$ cat config.mk
export PLATFORM = sky130hd
export DESIGN_NAME = psc_partition_ctl
export DESIGN_NICKNAME = d
export VERILOG_FILES = /design/src/rtl/psc_pkg.sv /design/src/rtl/psc_state_fsm.sv /design/src/rtl/psc_port_mask.sv /design/src/rtl/psc_partition_ctl.sv
export SDC_FILE = /design/constraint.sdc
export NUM_CORES = 1
export LEC_CHECK = 0
export CAP_MARGIN = 25
export CORE_AREA = 5 5 42 44
export CTS_CLUSTER_SIZE = 30
export DETAILED_ROUTE_END_ITERATION = 10
export DIE_AREA = 0 0 47 49
export GPL_ROUTABILITY_DRIVEN = 0
export PLACE_DENSITY = 0.73
export SLEW_MARGIN = 20
export SYNTH_ARGS = -nofsm -noshare
export SYNTH_HDL_FRONTEND = slang
export SYNTH_SLANG_ARGS = --single-unit
$ cat constraint.sdc
create_clock -name clk -period 2.61 [get_ports clk]
set_clock_uncertainty 0.05 [all_clocks]
set_input_delay 0.6525 -clock clk [delete_from_list [all_inputs] [get_ports clk]]
set_output_delay 0.6525 -clock clk [all_outputs]
set_load 0.01 [all_outputs]
$ cat src/rtl/psc_pkg.sv
package psc_pkg;

    typedef enum logic [1:0] {
        PS_DISABLED = 2'b00,
        PS_FRESET   = 2'b01,
        PS_ACTIVE   = 2'b10
    } part_state_e;

    localparam logic [1:0] PS_RESERVED = 2'b11;

    typedef struct packed {
        logic accept;
        logic reject;
        logic enter_reset;
    } wr_decision_t;

    function automatic logic move_allowed(input logic [1:0] cur, input logic [1:0] req);
        logic ok;
        ok = 1'b0;
        if (req == PS_RESERVED)       ok = 1'b0;
        else if (req == cur)          ok = 1'b1;
        else if (req == PS_DISABLED)  ok = 1'b1;
        else if (cur == PS_DISABLED && req == PS_FRESET) ok = 1'b1;
        else if (cur == PS_FRESET   && req == PS_ACTIVE) ok = 1'b1;
        return ok;
    endfunction

    function automatic wr_decision_t decide(input logic en, input logic [1:0] cur,
                                            input logic [1:0] req);
        wr_decision_t d;
        d.accept      = en &  move_allowed(cur, req);
        d.reject      = en & ~move_allowed(cur, req);
        d.enter_reset = d.accept & (req == PS_FRESET) & (cur != PS_FRESET);
        return d;
    endfunction

endpackage

$ cat src/rtl/psc_state_fsm.sv
module psc_state_fsm
    import psc_pkg::*;
(
    input  logic        clk,
    input  logic        rst,
    input  logic        wr_en,
    input  logic [1:0]  wr_state,
    output part_state_e state,
    output logic        init_pulse,
    output logic        err_sticky
);
    wr_decision_t dec;

    always_comb begin
        dec = decide(wr_en, state, wr_state);
    end

    always_ff @(posedge clk) begin
        if (rst) begin
            state      <= PS_DISABLED;
            init_pulse <= 1'b0;
            err_sticky <= 1'b0;
        end else begin
            if (dec.accept) state <= part_state_e'(wr_state);
            init_pulse <= dec.enter_reset;
            if (dec.reject) err_sticky <= 1'b1;
        end
    end
endmodule

$ cat src/rtl/psc_port_mask.sv
module psc_port_mask #(
    parameter int NUM_PORTS = 4,
    parameter int MODE_W    = 3
) (
    input  logic                          force_dis,
    input  logic [NUM_PORTS*MODE_W-1:0]   mode_cfg,
    output logic [NUM_PORTS*MODE_W-1:0]   mode_eff,
    output logic [NUM_PORTS-1:0]          dis_vec
);
    localparam logic [MODE_W-1:0] MODE_OFF = '0;

    for (genvar p = 0; p < NUM_PORTS; p++) begin : g_port
        assign dis_vec[p] = force_dis;
        assign mode_eff[p*MODE_W +: MODE_W] =
            force_dis ? MODE_OFF : mode_cfg[p*MODE_W +: MODE_W];
    end
endmodule

$ cat src/rtl/psc_partition_ctl.sv
module psc_partition_ctl
    import psc_pkg::*;
#(
    parameter int NUM_PORTS = 4,
    parameter int MODE_W    = 3
) (
    input  logic                        clk,
    input  logic                        rst,
    input  logic                        wr_en,
    input  logic [1:0]                  wr_state,
    input  logic [NUM_PORTS*MODE_W-1:0] port_mode_cfg,
    output logic [1:0]                  state_o,
    output logic                        part_reset,
    output logic [NUM_PORTS-1:0]        port_force_dis,
    output logic                        reg_init_pulse,
    output logic                        trans_err,
    output logic [NUM_PORTS*MODE_W-1:0] port_mode_eff
);
    part_state_e cur_state;

    psc_state_fsm u_fsm (
        .clk        (clk),
        .rst        (rst),
        .wr_en      (wr_en),
        .wr_state   (wr_state),
        .state      (cur_state),
        .init_pulse (reg_init_pulse),
        .err_sticky (trans_err)
    );

    psc_port_mask #(.NUM_PORTS(NUM_PORTS), .MODE_W(MODE_W)) u_mask (
        .force_dis (cur_state == PS_DISABLED),
        .mode_cfg  (port_mode_cfg),
        .mode_eff  (port_mode_eff),
        .dis_vec   (port_force_dis)
    );

    assign state_o    = cur_state;
    assign part_reset = (cur_state == PS_FRESET);
endmodule

=== After elaboration in Yosys (flattened, before gate mapping) ===
Index checks and enable logic that the tools add are counted.

* Multiplexer cells: 9
* Equality and inequality tests: 6
* Reduce and logical (&&, ||, !) cells: 4
* Bitwise gates (word level): 5

{| class="wikitable"
|+ Operator list
! operator !! count
|-
| $mux 3 || 4
|-
| $mux 1 || 5
|-
| $and 1x1->1 || 4
|-
| $eq 2x1->1 const B || 2
|-
| $eq 2x2->1 const B || 2
|-
| $logic_not 2->1 || 2
|-
| $eq 2x2->1 || 1
|-
| $logic_and 1x1->1 || 2
|-
| $ne 2x1->1 const B || 1
|-
| $not 1->1 || 1
|}

* Register bits after elaboration: 4
* Input port bits: 17
* Word-level logic and storage cells: 27
* Output and inout port bits: 21

=== Depth between registers and ports, before layout ===
* Word-level depth: 10
* Gate-level depth with buffers: 3
* Gate-level depth less buffers: 3

=== Cells and area by module ===
A second synthesis with hierarchy kept.

* Cell total of the unflattened synthesis: 38
* Area, all modules: 354.1 um2

{| class="wikitable"
|+ By module, submodules not included
! module !! area an instance (um2) !! instances !! sequential area each (um2) !! cells each
|-
| psc_state_fsm || 185.2 || 1 || 80.1 || 19
|-
| psc_port_mask || 156.4 || 1 || 0.0 || 17
|-
| psc_partition_ctl || 12.5 || 1 || 0.0 || 2
|}

=== Least setup slack after synthesis ===
OpenSTA, ideal clock, no wires.

* Path kind: flip-flop to output port
* Start: reg u_fsm.state[1]
* End: out port_force_dis[0]
* Slack: 0.944 ns
* Required time: 1.908 ns
* Path buffers: 2
* Arrival: 0.964 ns
* Stages on the path, launching flop included: 4
* Cell sequence: dfxtp_1 nor2_1 buf_2 buf_4

* Longest elaborated chain between the ends: 1

{| class="wikitable"
|+ Ends and longest elaborated chain
! what !! line !! source
|-
| from (decl) || psc_state_fsm.sv:8 || <nowiki>output part_state_e state,</nowiki>
|-
| from (signal assigned) || psc_state_fsm.sv:24 || <nowiki>if (dec.accept) state <= part_state_e'(wr_state);</nowiki>
|-
| $logic_not 2->1 || psc_partition_ctl.sv:32 || <nowiki>.force_dis (cur_state == PS_DISABLED),</nowiki>
|-
| to (decl) || psc_partition_ctl.sv:14 || <nowiki>output logic [NUM_PORTS-1:0] port_force_dis,</nowiki>
|}

Every way passes these cells.

=== Worst setup path after layout ===
* Start: in port_mode_cfg[11]
* End: out port_mode_eff[11]

* Longest elaborated chain between the ends: 1

{| class="wikitable"
|+ Ends and longest elaborated chain
! what !! line !! source
|-
| from (decl) || psc_partition_ctl.sv:11 || <nowiki>input logic [NUM_PORTS*MODE_W-1:0] port_mode_cfg,</nowiki>
|-
| $mux 3 || psc_port_mask.sv:15 || <nowiki>force_dis ? MODE_OFF : mode_cfg[p*MODE_W +: MODE_W];</nowiki>
|-
| to (decl) || psc_partition_ctl.sv:17 || <nowiki>output logic [NUM_PORTS*MODE_W-1:0] port_mode_eff</nowiki>
|}

Every way passes these cells.

==> impl_metrics.yaml <==
setup_path:
  r2r_slack_ns: 1.42
  path_max_fanout: 1
  r2r-start: "u_fsm.state[1]$_SDFFE_PP0P_"
  r2r-end: "u_fsm.err_sticky$_SDFFE_PP0P_"
  crit_path_start_kind: "primary input"
  cp-endpoint: "port_mode_eff[11]"
  arrival_ns: 1.77
  crit_required_ns: 1.91
  reg2reg_depth: 3
  critPathKind: "in -> out"
  worstSetupStartpoint: "port_mode_cfg[11]"
  cp-end-kind: "output port"
global_routing:
  grt_start_max_net_pins: 17
  grt.overflow.total: 0
  antenna_found_initial: 0
  grt_pass1_wl_um: 1590
  grt_use_total: 0.0929
  first_global_vias: 401
place:
  portBuffers: 37
  place_area_um2: 669
  placedCellCount: 89
  hpwl_um: 830
clocking:
  clock_path_buffers: 2
  postCtsSetupBuffers: 0
  cts_hold_buf: 0
  cts_tree: "yes"
  cts_resized: 0
  cts_root_buf: "clkbuf_4"
  clock_latency_ns: 0.24
  cts_made_buffers: 3
  clkSlewWorstSetupHoldPaths_ns: 0.04
  numClockSinks: 4
  h-tree-depth: 1
die:
  placementRows: 14
  die_x_um: 47
  die_y_um: 49
  initial_core_util: 0.219
  core-area_mm2: 0.00140
  io_pins: 38
  die_area_mm2: 0.00230
logic_synthesis:
  synth_area_leader_cell: "dfxtp_1"
  synth_xor_area_frac: 0
  muxShareOfSynthArea: 0
  syn_area_um2: 307
  yosys.area_share.simple: 0.473
  syn_nets: 57
  synth_top_family_by_area: "simple AND/OR/NAND/NOR gates"
  synthArstFlopShare: 0
  avgSynthCellArea_um2: 7.66
  synthDistinctLibCells: 19
  synth.top_cell.area_share: 0.261
  ys_top_cells_by_area: "dfxtp_1, nor2b_1, buf_4"
  yosys.area_share.adder: 0
  synth_most_common_cell: "nor2b_1"
  yosys_warnings: 0
  synth_cells: 40
  ys_seq_area_frac: 0.261
  synth_compound_area_frac: 0.139
  synthTopCellsByCount: "nor2b_1, buf_4, dfxtp_1, nor2_1"
  synthFlopType: "dfxtp_1"
  synth_edf_count: 0
  yosys_register_bits: 4
power:
  p_leak_nw: 0.244
  p_per_area_mw_per_mm2: 305
  vdd_drop_max_v: 0.000225
sta:
  slew_violations: 0
  post-route-min-period_ns: 2.47
  fmax_ghz: 0.405
  relSlewSlack: 0.815
  tightest_slew_ns: 0.273
  hold_viol_final: 0
  timing.final.crit_share: 0.946
  setup_viol: 0
  tns_ns: 0
  rsz0062_at_grt: "no"
final_layout:
  nFillCells: 136
  seq_area_um2: 80.1
  n_antenna_cell: 0
  drive_gt1_frac: 0.0658
  final_cell_area_um2: 692
  layout.cells.non_filler: 92
  multi_input_area_um2: 188
  final_nets: 95
  area_delta_synth_final_pct: 126
routing:
  vias_per_cell: 4.60
  via_count: 423
  ant_nets: 0
  wl_met2_um: 439
  routedWlPerCell_um: 10.9
  wirelength_um: 1010
  drcViolationCount: 0
  drtIter0Drc: 3
  drtPass1Iterations: 4
  wl_met3_um: 229
  top_layer: "met4"
  m1WireLength_um: 325
job:
  max_cap_viol_count: 0
outcome:
  status: "finished clean"
worst_hold_path:
  hold_class: "reg -> reg"
-- cell families after synthesis --
logic type | count (synthesis)
simple gates | 24
compound gates | 6
buf+inv | 6
flops | 4
-- routing by layer --
| metal | GRT usage | vias up |
|---|---|---|
| li1 | - | 203 |
| met1 | 0.0833 | 184 |
| met2 | 0.156 | 34 |
| met3 | 0.0480 | 2 |
| met4 | 0.0553 | 0 |
| met5 | 0 | - |
-- cell usage in the layout, fill, tap and decap left out --
cell type,netlist,routed
clkbuf_4,0,3
o21a_1,1,1
dfxtp_1,4,4
and2b_2,1,1
a211oi_1,1,1
buf_4,4,1
nor3_1,2,2
and2_1,1,1
nor2_1,3,3
nand2b_1,2,2
clkdlybuf4s50_1,0,37
a31oi_1,1,1
a311oi_1,1,1
o21bai_1,1,1
nor2b_1,12,12
nand2_1,1,1
inv_1,1,1
or3b_1,1,1
nor4b_1,1,1
a21oi_1,1,1
-- power breakdown --
group          total (mW)  switching, mW  internal [mW]
registers          0.0656        0.00213         0.0635
logic              0.0662         0.0208         0.0454
clock network      0.0791         0.0276         0.0516
-- stage by stage --
stage / power (mW) / util / setup slack [ns] / hold WS, ns
after detailed placement: 0.133 / 0.478 / 0.125 / 0.492
after CTS: 0.216 / 0.494 / 0.127 / 0.502
after global routing: 0.222 / 0.494 / 0.0642 / 0.527
final: 0.211 / 0.494 / 0.141 / 0.492
after global placement: 0.132 / 0.478 / 0.140 / 0.484
after floorplan: 0.0900 / - / 0.944 / 0.492
-- registers in the layout (all words and copies together) (netlist names) --
signal	count
u_fsm.state	2
u_fsm.err_sticky	1
u_fsm.init_pulse	1
-- how the worst min path moves through the flow --
stage | start | cells past startpoint | to
final | u_fsm.err_sticky$_SDFFE_PP0P_ | 2 | u_fsm.err_sticky$_SDFFE_PP0P_
after detailed placement | u_fsm.err_sticky$_SDFFE_PP0P_ | 2 | u_fsm.err_sticky$_SDFFE_PP0P_
after floorplan | u_fsm.err_sticky$_SDFFE_PP0P_ | 2 | u_fsm.err_sticky$_SDFFE_PP0P_
after global placement | u_fsm.err_sticky$_SDFFE_PP0P_ | 2 | u_fsm.err_sticky$_SDFFE_PP0P_
after global routing | u_fsm.err_sticky$_SDFFE_PP0P_ | 2 | u_fsm.err_sticky$_SDFFE_PP0P_
after CTS | u_fsm.err_sticky$_SDFFE_PP0P_ | 2 | u_fsm.err_sticky$_SDFFE_PP0P_
-- worst max-delay path, stage by stage --
cell and delay (ns):
clkdlybuf4s50_1 0.45, nor2b_1 0.12, clkdlybuf4s50_1 0.54
-- cell type report --
type | instances | share of cell area
Clock buffer | 3 | 0.0325
Inverter | 1 | 0.00542
Multi-Input combinational cell | 30 | 0.271
Sequential cell | 4 | 0.116
Tap cell | 16 | 0.0289
Timing Repair Buffer | 38 | 0.546
Note: power is estimated with default switching activity, not from simulation.
